**src/rtl/txn_pkg.sv**
```systemverilog
package txn_pkg;
  localparam int WORD_W   = 8;
  localparam int GRP_W    = 7;
  localparam logic [WORD_W-1:0] CODE_IDLE  = 8'h00;
  localparam logic [WORD_W-1:0] CODE_START = 8'h01;
  localparam logic [WORD_W-1:0] CODE_STOP  = 8'h40;

  function automatic int grp_count(input int width);
    return (width + GRP_W - 1) / GRP_W;
  endfunction
endpackage

```
**src/rtl/txn_sequencer.sv**
```systemverilog
module txn_sequencer #(
  parameter int TOTAL_WORDS = 13,
  localparam int IDX_W = $clog2(TOTAL_WORDS)
) (
  input  logic             clk,
  input  logic             rst_n,
  input  logic             tx_en,
  input  logic             out_ready,
  output logic             accept,
  output logic             busy,
  output logic [IDX_W-1:0] idx
);
  localparam logic [IDX_W-1:0] LAST_IDX = IDX_W'(TOTAL_WORDS - 1);

  // a request is taken only while the line is free
  assign accept = tx_en & ~busy;

  always_ff @(posedge clk) begin
    if (!rst_n) begin
      busy <= 1'b0;
      idx  <= '0;
    end else if (!busy) begin
      if (tx_en) begin
        busy <= 1'b1;
        idx  <= '0;
      end
    end else if (out_ready) begin
      if (idx == LAST_IDX) begin
        busy <= 1'b0;
        idx  <= '0;
      end else begin
        idx <= idx + 1'b1;
      end
    end
  end
endmodule

```
**src/rtl/txn_capture.sv**
```systemverilog
module txn_capture #(
  parameter int ADDR_W    = 28,
  parameter int PAYLOAD_W = 20
) (
  input  logic                 clk,
  input  logic                 rst_n,
  input  logic                 accept,
  input  logic [ADDR_W-1:0]    dest_addr,
  input  logic [ADDR_W-1:0]    src_addr,
  input  logic [PAYLOAD_W-1:0] payload,
  output logic [ADDR_W-1:0]    dest_q,
  output logic [ADDR_W-1:0]    src_q,
  output logic [PAYLOAD_W-1:0] pay_q
);
  always_ff @(posedge clk) begin
    if (!rst_n) begin
      dest_q <= '0;
      src_q  <= '0;
      pay_q  <= '0;
    end else if (accept) begin
      dest_q <= dest_addr;
      src_q  <= src_addr;
      pay_q  <= payload;
    end
  end
endmodule

```
**src/rtl/txn_word_mux.sv**
```systemverilog
module txn_word_mux
  import txn_pkg::*;
#(
  parameter int ADDR_W    = 28,
  parameter int PAYLOAD_W = 20,
  localparam int ADDR_GRPS = grp_count(ADDR_W),
  localparam int PAY_GRPS  = grp_count(PAYLOAD_W),
  localparam int TOTAL     = 2 + 2*ADDR_GRPS + PAY_GRPS,
  localparam int IDX_W     = $clog2(TOTAL)
) (
  input  logic                 busy,
  input  logic [IDX_W-1:0]     idx,
  input  logic [ADDR_W-1:0]    dest_q,
  input  logic [ADDR_W-1:0]    src_q,
  input  logic [PAYLOAD_W-1:0] pay_q,
  output logic [WORD_W-1:0]    word
);
  localparam int SRC_BASE = 1 + ADDR_GRPS;
  localparam int PAY_BASE = 1 + 2*ADDR_GRPS;
  localparam int STOP_IDX = TOTAL - 1;

  logic [ADDR_GRPS*GRP_W-1:0] dest_pad, src_pad;
  logic [PAY_GRPS*GRP_W-1:0]  pay_pad;
  logic [GRP_W-1:0] dest_grp [ADDR_GRPS];
  logic [GRP_W-1:0] src_grp  [ADDR_GRPS];
  logic [GRP_W-1:0] pay_grp  [PAY_GRPS];

  always_comb begin
    dest_pad = '0;
    src_pad  = '0;
    pay_pad  = '0;
    dest_pad[ADDR_W-1:0]  = dest_q;
    src_pad[ADDR_W-1:0]   = src_q;
    pay_pad[PAYLOAD_W-1:0] = pay_q;
  end

  // address groups: index 0 is the most significant group
  for (genvar g = 0; g < ADDR_GRPS; g++) begin : g_addr
    assign dest_grp[g] = dest_pad[(ADDR_GRPS-1-g)*GRP_W +: GRP_W];
    assign src_grp[g]  = src_pad[(ADDR_GRPS-1-g)*GRP_W +: GRP_W];
  end

  // payload groups: index 0 is the least significant group
  for (genvar k = 0; k < PAY_GRPS; k++) begin : g_pay
    assign pay_grp[k] = pay_pad[k*GRP_W +: GRP_W];
  end

  always_comb begin
    word = CODE_IDLE;
    if (busy) begin
      if (int'(idx) == 0) word = CODE_START;
      if (int'(idx) == STOP_IDX) word = CODE_STOP;
      for (int g = 0; g < ADDR_GRPS; g++) begin
        if (int'(idx) == 1 + g)        word = {1'b0, dest_grp[g]};
        if (int'(idx) == SRC_BASE + g) word = {1'b0, src_grp[g]};
      end
      for (int k = 0; k < PAY_GRPS; k++) begin
        if (int'(idx) == PAY_BASE + k) word = {1'b0, pay_grp[k]};
      end
    end
  end
endmodule

```
**src/rtl/txn_tx_node.sv**
```systemverilog
module txn_tx_node
  import txn_pkg::*;
#(
  parameter int ADDR_W    = 28,
  parameter int PAYLOAD_W = 20
) (
  input  logic                 clk,
  input  logic                 rst_n,
  input  logic                 tx_en,
  input  logic [ADDR_W-1:0]    dest_addr,
  input  logic [ADDR_W-1:0]    src_addr,
  input  logic [PAYLOAD_W-1:0] payload,
  input  logic                 out_ready,
  output logic [7:0]           out_word,
  output logic                 busy
);
  localparam int ADDR_GRPS = grp_count(ADDR_W);
  localparam int PAY_GRPS  = grp_count(PAYLOAD_W);
  localparam int TOTAL     = 2 + 2*ADDR_GRPS + PAY_GRPS;
  localparam int IDX_W     = $clog2(TOTAL);

  logic                 accept;
  logic [IDX_W-1:0]     idx;
  logic [ADDR_W-1:0]    dest_q, src_q;
  logic [PAYLOAD_W-1:0] pay_q;

  txn_sequencer #(.TOTAL_WORDS(TOTAL)) u_seq (
    .clk(clk), .rst_n(rst_n), .tx_en(tx_en), .out_ready(out_ready),
    .accept(accept), .busy(busy), .idx(idx)
  );

  txn_capture #(.ADDR_W(ADDR_W), .PAYLOAD_W(PAYLOAD_W)) u_cap (
    .clk(clk), .rst_n(rst_n), .accept(accept),
    .dest_addr(dest_addr), .src_addr(src_addr), .payload(payload),
    .dest_q(dest_q), .src_q(src_q), .pay_q(pay_q)
  );

  txn_word_mux #(.ADDR_W(ADDR_W), .PAYLOAD_W(PAYLOAD_W)) u_mux (
    .busy(busy), .idx(idx), .dest_q(dest_q), .src_q(src_q),
    .pay_q(pay_q), .word(out_word)
  );
endmodule

```
**config.mk**
```make
export PLATFORM = sky130hd
export DESIGN_NAME = txn_tx_node
export DESIGN_NICKNAME = d
export VERILOG_FILES = /design/src/rtl/txn_pkg.sv /design/src/rtl/txn_sequencer.sv /design/src/rtl/txn_capture.sv /design/src/rtl/txn_word_mux.sv /design/src/rtl/txn_tx_node.sv
export SDC_FILE = /design/constraint.sdc
export NUM_CORES = 1
export LEC_CHECK = 0
export BUFFER_PORTS_ARGS = -buffer_cell sky130_fd_sc_hd__clkbuf_2
export CORE_MARGIN = 5
export CORE_UTILIZATION = 49
export DETAILED_ROUTE_END_ITERATION = 12
export PLACE_DENSITY_LB_ADDON = 0.05
export SLEW_MARGIN = 20
export SYNTH_ARGS = -nofsm -noshare
export SYNTH_HDL_FRONTEND = slang
export SYNTH_HIERARCHICAL = 1
export SYNTH_SLANG_ARGS = --single-unit
export TNS_END_PERCENT = 30
```
**constraint.sdc**
```tcl
create_clock -name clk -period 1.9 [get_ports clk]
set_input_delay 0.38 -clock clk [delete_from_list [all_inputs] [get_ports clk]]
set_output_delay 0.38 -clock clk [all_outputs]
set_load 0.01 [all_outputs]
```
==> results by group, run 1 <==
Outcome
  • Violated checks: negative setup slack
  • Status: complete, but fails checks

Final layout
  • Layout net count: 598
  • Synth-to-layout area growth: 26.9%
  • Finished Core Util: 64.1%
  • Final Cell Area: 5270 um^2
  • Diode count: 0
  • Final Non-Filler Cells: 626
  • Fill count: 735
  • Share of cells above drive strength 1: 37.0%

Logic synthesis
  • Primary FF master, synth: dfxtp_1
  • Count of cell types in the netlist: 52
  • Share of flip-flops with an asynchronous set or reset: 0%
  • Mapped Nets: 491
  • Post-synthesis register bit count: 81
  • Count leader, synth: mux2i_1
  • Post-synthesis sequential area ratio: 39.1%
  • Dominant cell type by area after synthesis: dfxtp_1
  • Cell Area, Synth: 4150 um^2
  • Area share of the largest cell type after synthesis: 39.1%
  • Mean post-synth cell area: 10.2 um^2
  • Cells after Synth: 409
  • Top cells by count, synth: mux2i_1 (84), nor2b_1 (83), dfxtp_1 (81), a21oi_1 (10), mux2_2 (10)
  • Ys Warns: 6
  • Top cells by area, synth: dfxtp_1 (39%), mux2i_1 (20%), nor2b_1 (13%)
  • Post-synth EDFFs: 0

Worst setup path
  • Slowest CP cell: dfxtp_4
  • Worst R2R Path Depth: 4
  • Worst Path Arrival: 1.98 ns
  • Worst r2r src: u_seq/busy$_SDFF_PN0_
  • Worst Setup End Kind: output port
  • Reg2reg setup slack: 0.29 ns
  • WS Path Type: reg -> out
  • Setup crit start kind: register
  • Reg2Reg Capture Point: u_cap/src_q[4]$_SDFFE_PN0P_
  • Crit-path max cell delay: 0.42 ns
  • Critical Path Fanout Max: 8
  • Top Family by Delay on Critical Path: compound AO/OA/AOI/OAI gates
  • Crit path buffers/inverters: 2
  • Critical Path RT: 1.52 ns
  • Crit path cell chain: buf_12, mux2_4, a221oi_2, a21oi_1, o221a_2, buf_6

GRT
  • Initial antenna violation count: 0
  • Global-route wire length before repair: 17000 um
  • GRT Total Usage: 21.0%
  • Vias in the first global route: 3323
  • Global route overflow: 0
  • Largest net degree at the start of global routing: 42

Timing
  • Post-route setup TNS: -2.77 ns
  • Fin crit share: 124%
  • Max-slew violations: 0
  • RSZ-0062 raised after global routing: yes
  • Max Freq: 0.424 GHz
  • Minimum clock period after layout: 2.36 ns
  • Final hold vios: 0
  • Crit path setup slack, layout: -0.456 ns
  • Endpoints failing setup: 7
  • Clock Skew: 0.00746 ns

Floorplan
  • # IOs: 89
  • Rows: 33
  • Die footprint: 10400 um^2
  • Core Area: 8220 um^2
  • Die Wd: 102 um
  • Initial cell density of the core: 50.5%
  • Die Ht: 102 um

Place
  • GP Congestion: 0.879
  • Post-DP HPWL: 7860 um
  • Cell Area, Placed: 4790 um^2
  • Placed cell count: 603
  • Port Buf Inserts: 87

Drt
  • Vias post-DR: 3330
  • Pre-antenna DRT Iters: 5
  • Wire per inst: 17.3 um
  • DRC: 0
  • DRT antenna net count: 0
  • DRT iter0 DRCs: 141
  • Via-per-instance ratio: 5.32
  • Drt total wl: 10800 um

Power and ir drop
  • Power, Total: 3.56 mW
  • Maximum VDD drop: 390 uV
  • Static Leak: 2.17 nW
  • Sequential power share: 52.6%
  • Clock network power share: 32.3%
  • Pwr Density: 676 nW/um^2
  • Switch share: 26.0%
  • Combinational power share: 15.1%
  • Int Power: 2.63 mW
  • Switching pwr: 0.927 mW

Clock network
  • Clock tree sinks: 81
  • Hold-fix buffers, CTS: 0
  • Root Buffer: clkbuf_8
  • CTS tree: yes
  • Total CTS buffers: 9
  • Clk_lat worst skew: 0.35 ns
  • CTS Buffer Depth: 2
  • Clk slew on worst S/H paths: 0.08 ns
  • H-tree depth: 3

Hold path
  • Worst hold start: dest_addr[12]
  • Hold Path Class: in -> reg
  • Hold endpoint: u_cap/dest_q[12]$_SDFFE_PN0P_
  • Hold Path Depth: 3

Job
  • Max cap viols: 0
timing repair:
action                                  in CTS  in global routing
cloned                                       2                  1
gates resized for setup                     24                 21
buffers inserted                             0                  4
pin swaps                                   10                  8
endpoints found under the setup margin       7                  7
metrics by stage:
stage                     hold WS (ns)  setup slack [ns]
after detailed placement         0.503            -0.149
after global placement           0.493            -0.110
after CTS                        0.276            -0.430
after floorplan                  0.473            0.0231
after global routing             0.298            -0.496
final                            0.290            -0.456
cells in the final DEF (no fill, tap or decap), types with 5 or more instances in the layout:
| master | instances |
|---|---|
| mux2_2 | 8 |
| clkbuf_2 | 84 |
| buf_12 | 8 |
| nand3_1 | 8 |
| o21ai_0 | 7 |
| mux2i_1 | 83 |
| buf_4 | 30 |
| clkbuf_8 | 11 |
| nor2b_1 | 81 |
| nand2b_1 | 5 |
| a21oi_1 | 7 |
| inv_1 | 5 |
| nor2_1 | 5 |
| nand2_1 | 8 |
| dfxtp_1 | 78 |
cells by family after synthesis:
kind of cell | count (synthesis) | synth area share (%)
flip-flops | 81 | 39.1
AND/OR/NAND/NOR | 135 | 19.7
multiplexers | 95 | 23.5
AO/OA/AOI/OAI | 58 | 10.4
adder cells (fa/ha/maj) | 2 | 0.603
other | 1 | 0.0903
buffers and inverters | 37 | 6.69
power by group through the flow:
stage	Sequential, mW	Clock (mW)	Combinational, mW
finish	1.87	1.15	0.536
global route	1.88	1.26	0.589
CTS	1.87	1.18	0.532
detailed placement	1.91	0	0.503
global placement	1.91	0	0.494
floorplan	1.88	0	0.364
worst register-to-register path, stage by stage (launching register included):
cell	delay, ns
dfxtp_1	0.46
and2b_4	0.51
buf_12	0.26
mux2i_1	0.22
nor2b_1	0.06
final cells by class:
cell class / instances / area, um^2 / share of cell area [%]
inverters: 5 / 18.8 / 0.356
multi-input cells: 291 / 2390 / 45.4
flip-flops and latches: 81 / 1630 / 31.0
well taps: 105 / 131 / 2.49
repair buffers: 128 / 913 / 17.3
clock inverters: 5 / 30.0 / 0.570
clock buffers: 11 / 151 / 2.87
how the worst max path moves through the flow:
stage / start / endpoint / slack [ns] / cells after the start
CTS: u_seq/idx[0]$_SDFFE_PN0P_ / out_word[3] / -0.43 / 6
detailed placement: u_seq/idx[1]$_SDFFE_PN0P_ / out_word[6] / -0.15 / 6
finish: u_seq/idx[0]$_SDFFE_PN0P_ / out_word[5] / -0.46 / 6
global placement: u_seq/idx[0]$_SDFFE_PN0P_ / out_word[5] / -0.11 / 6
global route: u_seq/idx[0]$_SDFFE_PN0P_ / out_word[5] / -0.50 / 6
floorplan: u_seq/idx[0]$_SDFFE_PN0P_ / out_word[5] / 0.02 / 5
sequential cells by signal, summed over array words and instances (netlist names):
signal and cells:
u_cap/pay_q 20, u_cap/src_q 28, u_cap/dest_q 28, u_seq/idx 4
u_seq/busy 1
routing by layer:
metal / vias to the layer above / global-route usage [%] / part of all wire, %
met3: 14 / 3.82 / 6.0
met4: 0 / 7.27 / 1.6
li1: 1667 / - / -
met1: 1537 / 29.3 / 46
met5: - / 0 / 0
met2: 112 / 32.7 / 46
Power figures use the tool's default switching activity.
==> run 2: changes to the inputs <==
--- a/config.mk
+++ b/config.mk
@@ -5,6 +5,7 @@
 export SDC_FILE = /design/constraint.sdc
 export NUM_CORES = 1
 export LEC_CHECK = 0
+export ABC_AREA = 1
 export BUFFER_PORTS_ARGS = -buffer_cell sky130_fd_sc_hd__clkbuf_2
 export CORE_MARGIN = 5
 export CORE_UTILIZATION = 49
==> results by group, run 2 <==
Place
  • Post-DP HPWL: 8290 um (was 7860 um)
  • Port Buf Inserts: 87 (unchanged)
  • Placed cell count: 892 (was 603)
  • GP Congestion: 0.942 (was 0.879)
  • Worst Setup Slack post-DPL: -0.162 ns (was -0.149 ns)

Drt
  • Max layer used: met4 (unchanged)
  • Vias post-DR: 4146 (was 3330)
  • Met2 routed wirelength: 4690 um (was 4990 um)
  • Metal3 WL: 583 um (was 652 um)
  • DRC: 0 (unchanged)
  • Drt total wl: 10700 um (was 10800 um)
  • DRT antenna net count: 0 (unchanged)
  • Wl on met1: 5260 um (was 4980 um)
  • DRT iter0 DRCs: 174 (was 141)
  • Pre-antenna DRT Iters: 5 (unchanged)
  • Via-per-instance ratio: 4.57 (was 5.32)
  • Wire per inst: 11.8 um (was 17.3 um)

Final layout
  • Share of cells above drive strength 1: 20.4% (was 37.0%)
  • Finished Core Util: 61.5% (was 64.1%)
  • Synth-to-layout area growth: 21.4% (was 26.9%)
  • Biggest regs: u_cap/dest_q: 28 flops, u_cap/src_q: 28 flops, u_cap/pay_q: 20 flops (unchanged)
  • Commonest non-fill, non-tap cell in the layout: nand2_1 (was clkbuf_2)
  • Final Non-Filler Cells: 908 (was 626)
  • Most frequent cells in the layout: nand2_1 (229), nor2_1 (174), inv_1 (100) (was clkbuf_2 (84), mux2i_1 (83), nor2b_1 (81))
  • Diode count: 0 (unchanged)
  • Layout net count: 882 (was 598)

Power and ir drop
  • Sequential power share: 50.4% (was 52.6%)
  • Switching pwr: 0.980 mW (was 0.927 mW)
  • Int Power: 2.84 mW (was 2.63 mW)
  • Pwr Density: 749 nW/um^2 (was 676 nW/um^2)
  • Switch share: 25.6% (was 26.0%)
  • Maximum VDD drop: 385 uV (was 390 uV)
  • Clock network power share: 36.1% (was 32.3%)
  • Combinational power share: 13.6% (was 15.1%)
  • Static Leak: 2.79 nW (was 2.17 nW)

Logic synthesis
  • Cell Area, Synth: 4210 um^2 (was 4150 um^2)
  • Top cells by count, synth: nand2_1 (232), nor2_1 (183), inv_1 (103), dfxtp_1 (81), nand3_1 (14) (was mux2i_1 (84), nor2b_1 (83), dfxtp_1 (81), a21oi_1 (10), mux2_2 (10))
  • Post-synth EDFFs: 0 (unchanged)
  • Ys Warns: 6 (unchanged)
  • Top cells by area, synth: dfxtp_1 (39%), nand2_1 (21%), nor2_1 (16%) (was dfxtp_1 (39%), mux2i_1 (20%), nor2b_1 (13%))
  • Share of flip-flops with an asynchronous set or reset: 0% (unchanged)
  • Count leader, synth: nand2_1 (was mux2i_1)
  • Count of cell types in the netlist: 26 (was 52)
  • Primary FF master, synth: dfxtp_1 (unchanged)
  • Dominant cell type by area after synthesis: dfxtp_1 (unchanged)
  • Area share of the largest cell type after synthesis: 38.5% (was 39.1%)
  • Mapped Nets: 782 (was 491)
  • Mean post-synth cell area: 6.01 um^2 (was 10.2 um^2)
  • Post-synthesis register bit count: 81 (unchanged)
  • Cells after Synth: 700 (was 409)
  • Post-synthesis sequential area ratio: 38.5% (was 39.1%)

Hold path
  • Worst hold start: rst_n (was dest_addr[12])
  • Hold Path Class: in -> reg (unchanged)
  • Hold endpoint: u_seq/busy$_SDFF_PN0_ (was u_cap/dest_q[12]$_SDFFE_PN0P_)
  • Hold Path Depth: 3 (unchanged)

Worst setup path
  • Crit path cell chain: inv_4, nor2_4, nand2_4, or2_1, nand2_1, nand4_1, nor2_2, nand4_1, nand2_1, inv_1, clkbuf_2 (was buf_12, mux2_4, a221oi_2, a21oi_1, o221a_2, buf_6)
  • Critical Path Fanout Max: 4 (was 8)
  • Critical Path RT: 1.52 ns (about the same)
  • Worst Path Arrival: 1.82 ns (was 1.98 ns)
  • WS Path Type: reg -> out (unchanged)
  • Reg2reg setup slack: 0.50 ns (was 0.29 ns)
  • Worst R2R Path Depth: 5 (was 4)
  • Worst Setup End Kind: output port (unchanged)
  • Worst r2r src: u_seq/busy$_SDFF_PN0_ (unchanged)
  • Setup crit start kind: register (unchanged)
  • Reg2Reg Capture Point: u_seq/idx[0]$_SDFFE_PN0P_ (was u_cap/src_q[4]$_SDFFE_PN0P_)
  • Crit-path max cell delay: 0.38 ns (was 0.42 ns)
  • Slowest CP cell: dfxtp_4 (unchanged)

Timing
  • Max-slew violations: 0 (unchanged)
  • Endpoints failing setup: 7 (unchanged)
  • Fin crit share: 116% (was 124%)
  • Crit path setup slack, layout: -0.301 ns (was -0.456 ns)
  • Clock Skew: 0.00948 ns (was 0.00746 ns)
  • Max Freq: 0.454 GHz (was 0.424 GHz)
  • RSZ-0062 raised after global routing: yes (unchanged)
  • Final hold vios: 0 (unchanged)
  • Minimum clock period after layout: 2.20 ns (was 2.36 ns)

Outcome
  • Status: complete, but fails checks (unchanged)
  • Violated checks: negative setup slack (unchanged)

GRT
  • Initial antenna violation count: 0 (unchanged)
  • GRT Total Usage: 21.0% (about the same)
  • Vias in the first global route: 3682 (was 3323)
  • Global-route wire length before repair: 17300 um (was 17000 um)
  • Largest net degree at the start of global routing: 82 (was 42)
  • Global route overflow: 0 (unchanged)

Clock network
  • CTS Buffer Depth: 2 (unchanged)
  • Root Buffer: clkbuf_8 (unchanged)
  • Clk slew on worst S/H paths: 0.07 ns (was 0.08 ns)
  • Clk_lat worst skew: 0.35 ns (about the same)
  • Total CTS buffers: 9 (unchanged)
  • H-tree depth: 3 (unchanged)
  • Clock tree sinks: 81 (unchanged)
  • CTS tree: yes (unchanged)

Floorplan
  • Die Ht: 103 um (was 102 um)
  • Die footprint: 10500 um^2 (was 10400 um^2)
  • Die Wd: 103 um (was 102 um)
  • Initial cell density of the core: 50.7% (was 50.5%)
  • # IOs: 89 (unchanged)
  • Rows: 33 (unchanged)
  • Core Area: 8300 um^2 (was 8220 um^2)

Job
  • Max cap viols: 0 (unchanged)
-- run 2: cell types whose count changed after synthesis, moves of 8 or more --
| cell | before | now |
|---|---|---|
| buf_6 | 2 | 10 |
| nand4_1 | 0 | 11 |
| nand2_1 | 8 | 232 |
| nor2b_1 | 83 | 0 |
| nor2_1 | 6 | 183 |
| mux2_2 | 10 | 0 |
| mux2i_1 | 84 | 0 |
| inv_1 | 5 | 103 |
-- run 2: worst max path at each step --
stage	from	end	slack, ns	depth (start not counted)
CTS	u_seq/idx[3]$_SDFFE_PN0P_	out_word[5]	-0.39	12
floorplan	u_seq/idx[0]$_SDFFE_PN0P_	out_word[5]	0.10	9
global placement	u_seq/idx[1]$_SDFFE_PN0P_	out_word[3]	-0.19	11
global route	u_seq/idx[1]$_SDFFE_PN0P_	out_word[3]	-0.43	11
finish	u_seq/idx[1]$_SDFFE_PN0P_	out_word[3]	-0.30	11
detailed placement	u_seq/idx[1]$_SDFFE_PN0P_	out_word[3]	-0.16	11
-- run 2: per-stage QoR --
| stage | setup TNS [ns] | cell area, um^2 | power [mW] | hold WS [ns] |
|---|---|---|---|---|
| final | -1.80 | 5110 | 3.82 | 0.291 |
| after global routing | -2.77 | 5110 | 4.05 | 0.310 |
| after CTS | -2.29 | 5070 | 3.87 | 0.279 |
| after detailed placement | -0.293 | 4810 | 2.48 | 0.468 |
| after global placement | -0.338 | 4810 | 2.47 | 0.461 |
| after floorplan | 0 | 4210 | 2.30 | 0.441 |
-- run 2: cell families (layout without fill, tap and decap cells) --
| group | Yosys count | in the layout | share of synthesized area (%) |
|---|---|---|---|
| and+or+nand+nor | 456 | 456 | 42.9 |
| buffers and inverters | 134 | 237 | 14.3 |
| DFF | 81 | 81 | 38.5 |
| AOI/OAI and AO/OA | 25 | 25 | 3.30 |
| adders and majority gates | 2 | 2 | 0.595 |
| other | 1 | 1 | 0.0891 |
| xor gates and xnor gates | 1 | 1 | 0.208 |
-- run 2: power by group through the flow --
stage          combinational (mW)  sequential, mW  clock, mW
5_1_grt                     0.609            1.94       1.50
3_5_place_dp                0.516            1.97          0
2_1_floorplan               0.385            1.92          0
3_3_place_gp                0.507            1.96          0
4_1_cts                     0.523            1.93       1.42
6_report                    0.519            1.93       1.38
-- run 2: layer usage --
metal	track usage [%]	vias to the layer above
li1	-	2246
met1	30.1	1779
met2	31.5	108
met3	3.72	13
met4	8.17	0
met5	0	-
-- run 2: what timing repair did --
action / CTS / global route
pin swaps: 8 / 6
hold buffers: 0 / 0
setup endpoints to repair: 7 / 7
buffers inserted: 2 / 0
resized for setup: 16 / 13
-- run 2: worst max-delay path, delay by kind of cell, from the launching register on --
kind	cells	cell delay (ns)
and+or+nand+nor	8	0.90
buffers and inverters	3	0.21
DFF	1	0.38
-- run 2: final cells by class --
cell class,count,area (um^2)
fillers,860,3190
multi-input cells,485,2040
flip-flops and latches,81,1630
repair buffers,116,678
inverters,107,404
clock buffers,11,151
well taps,105,131
clock inverters,3,65.1
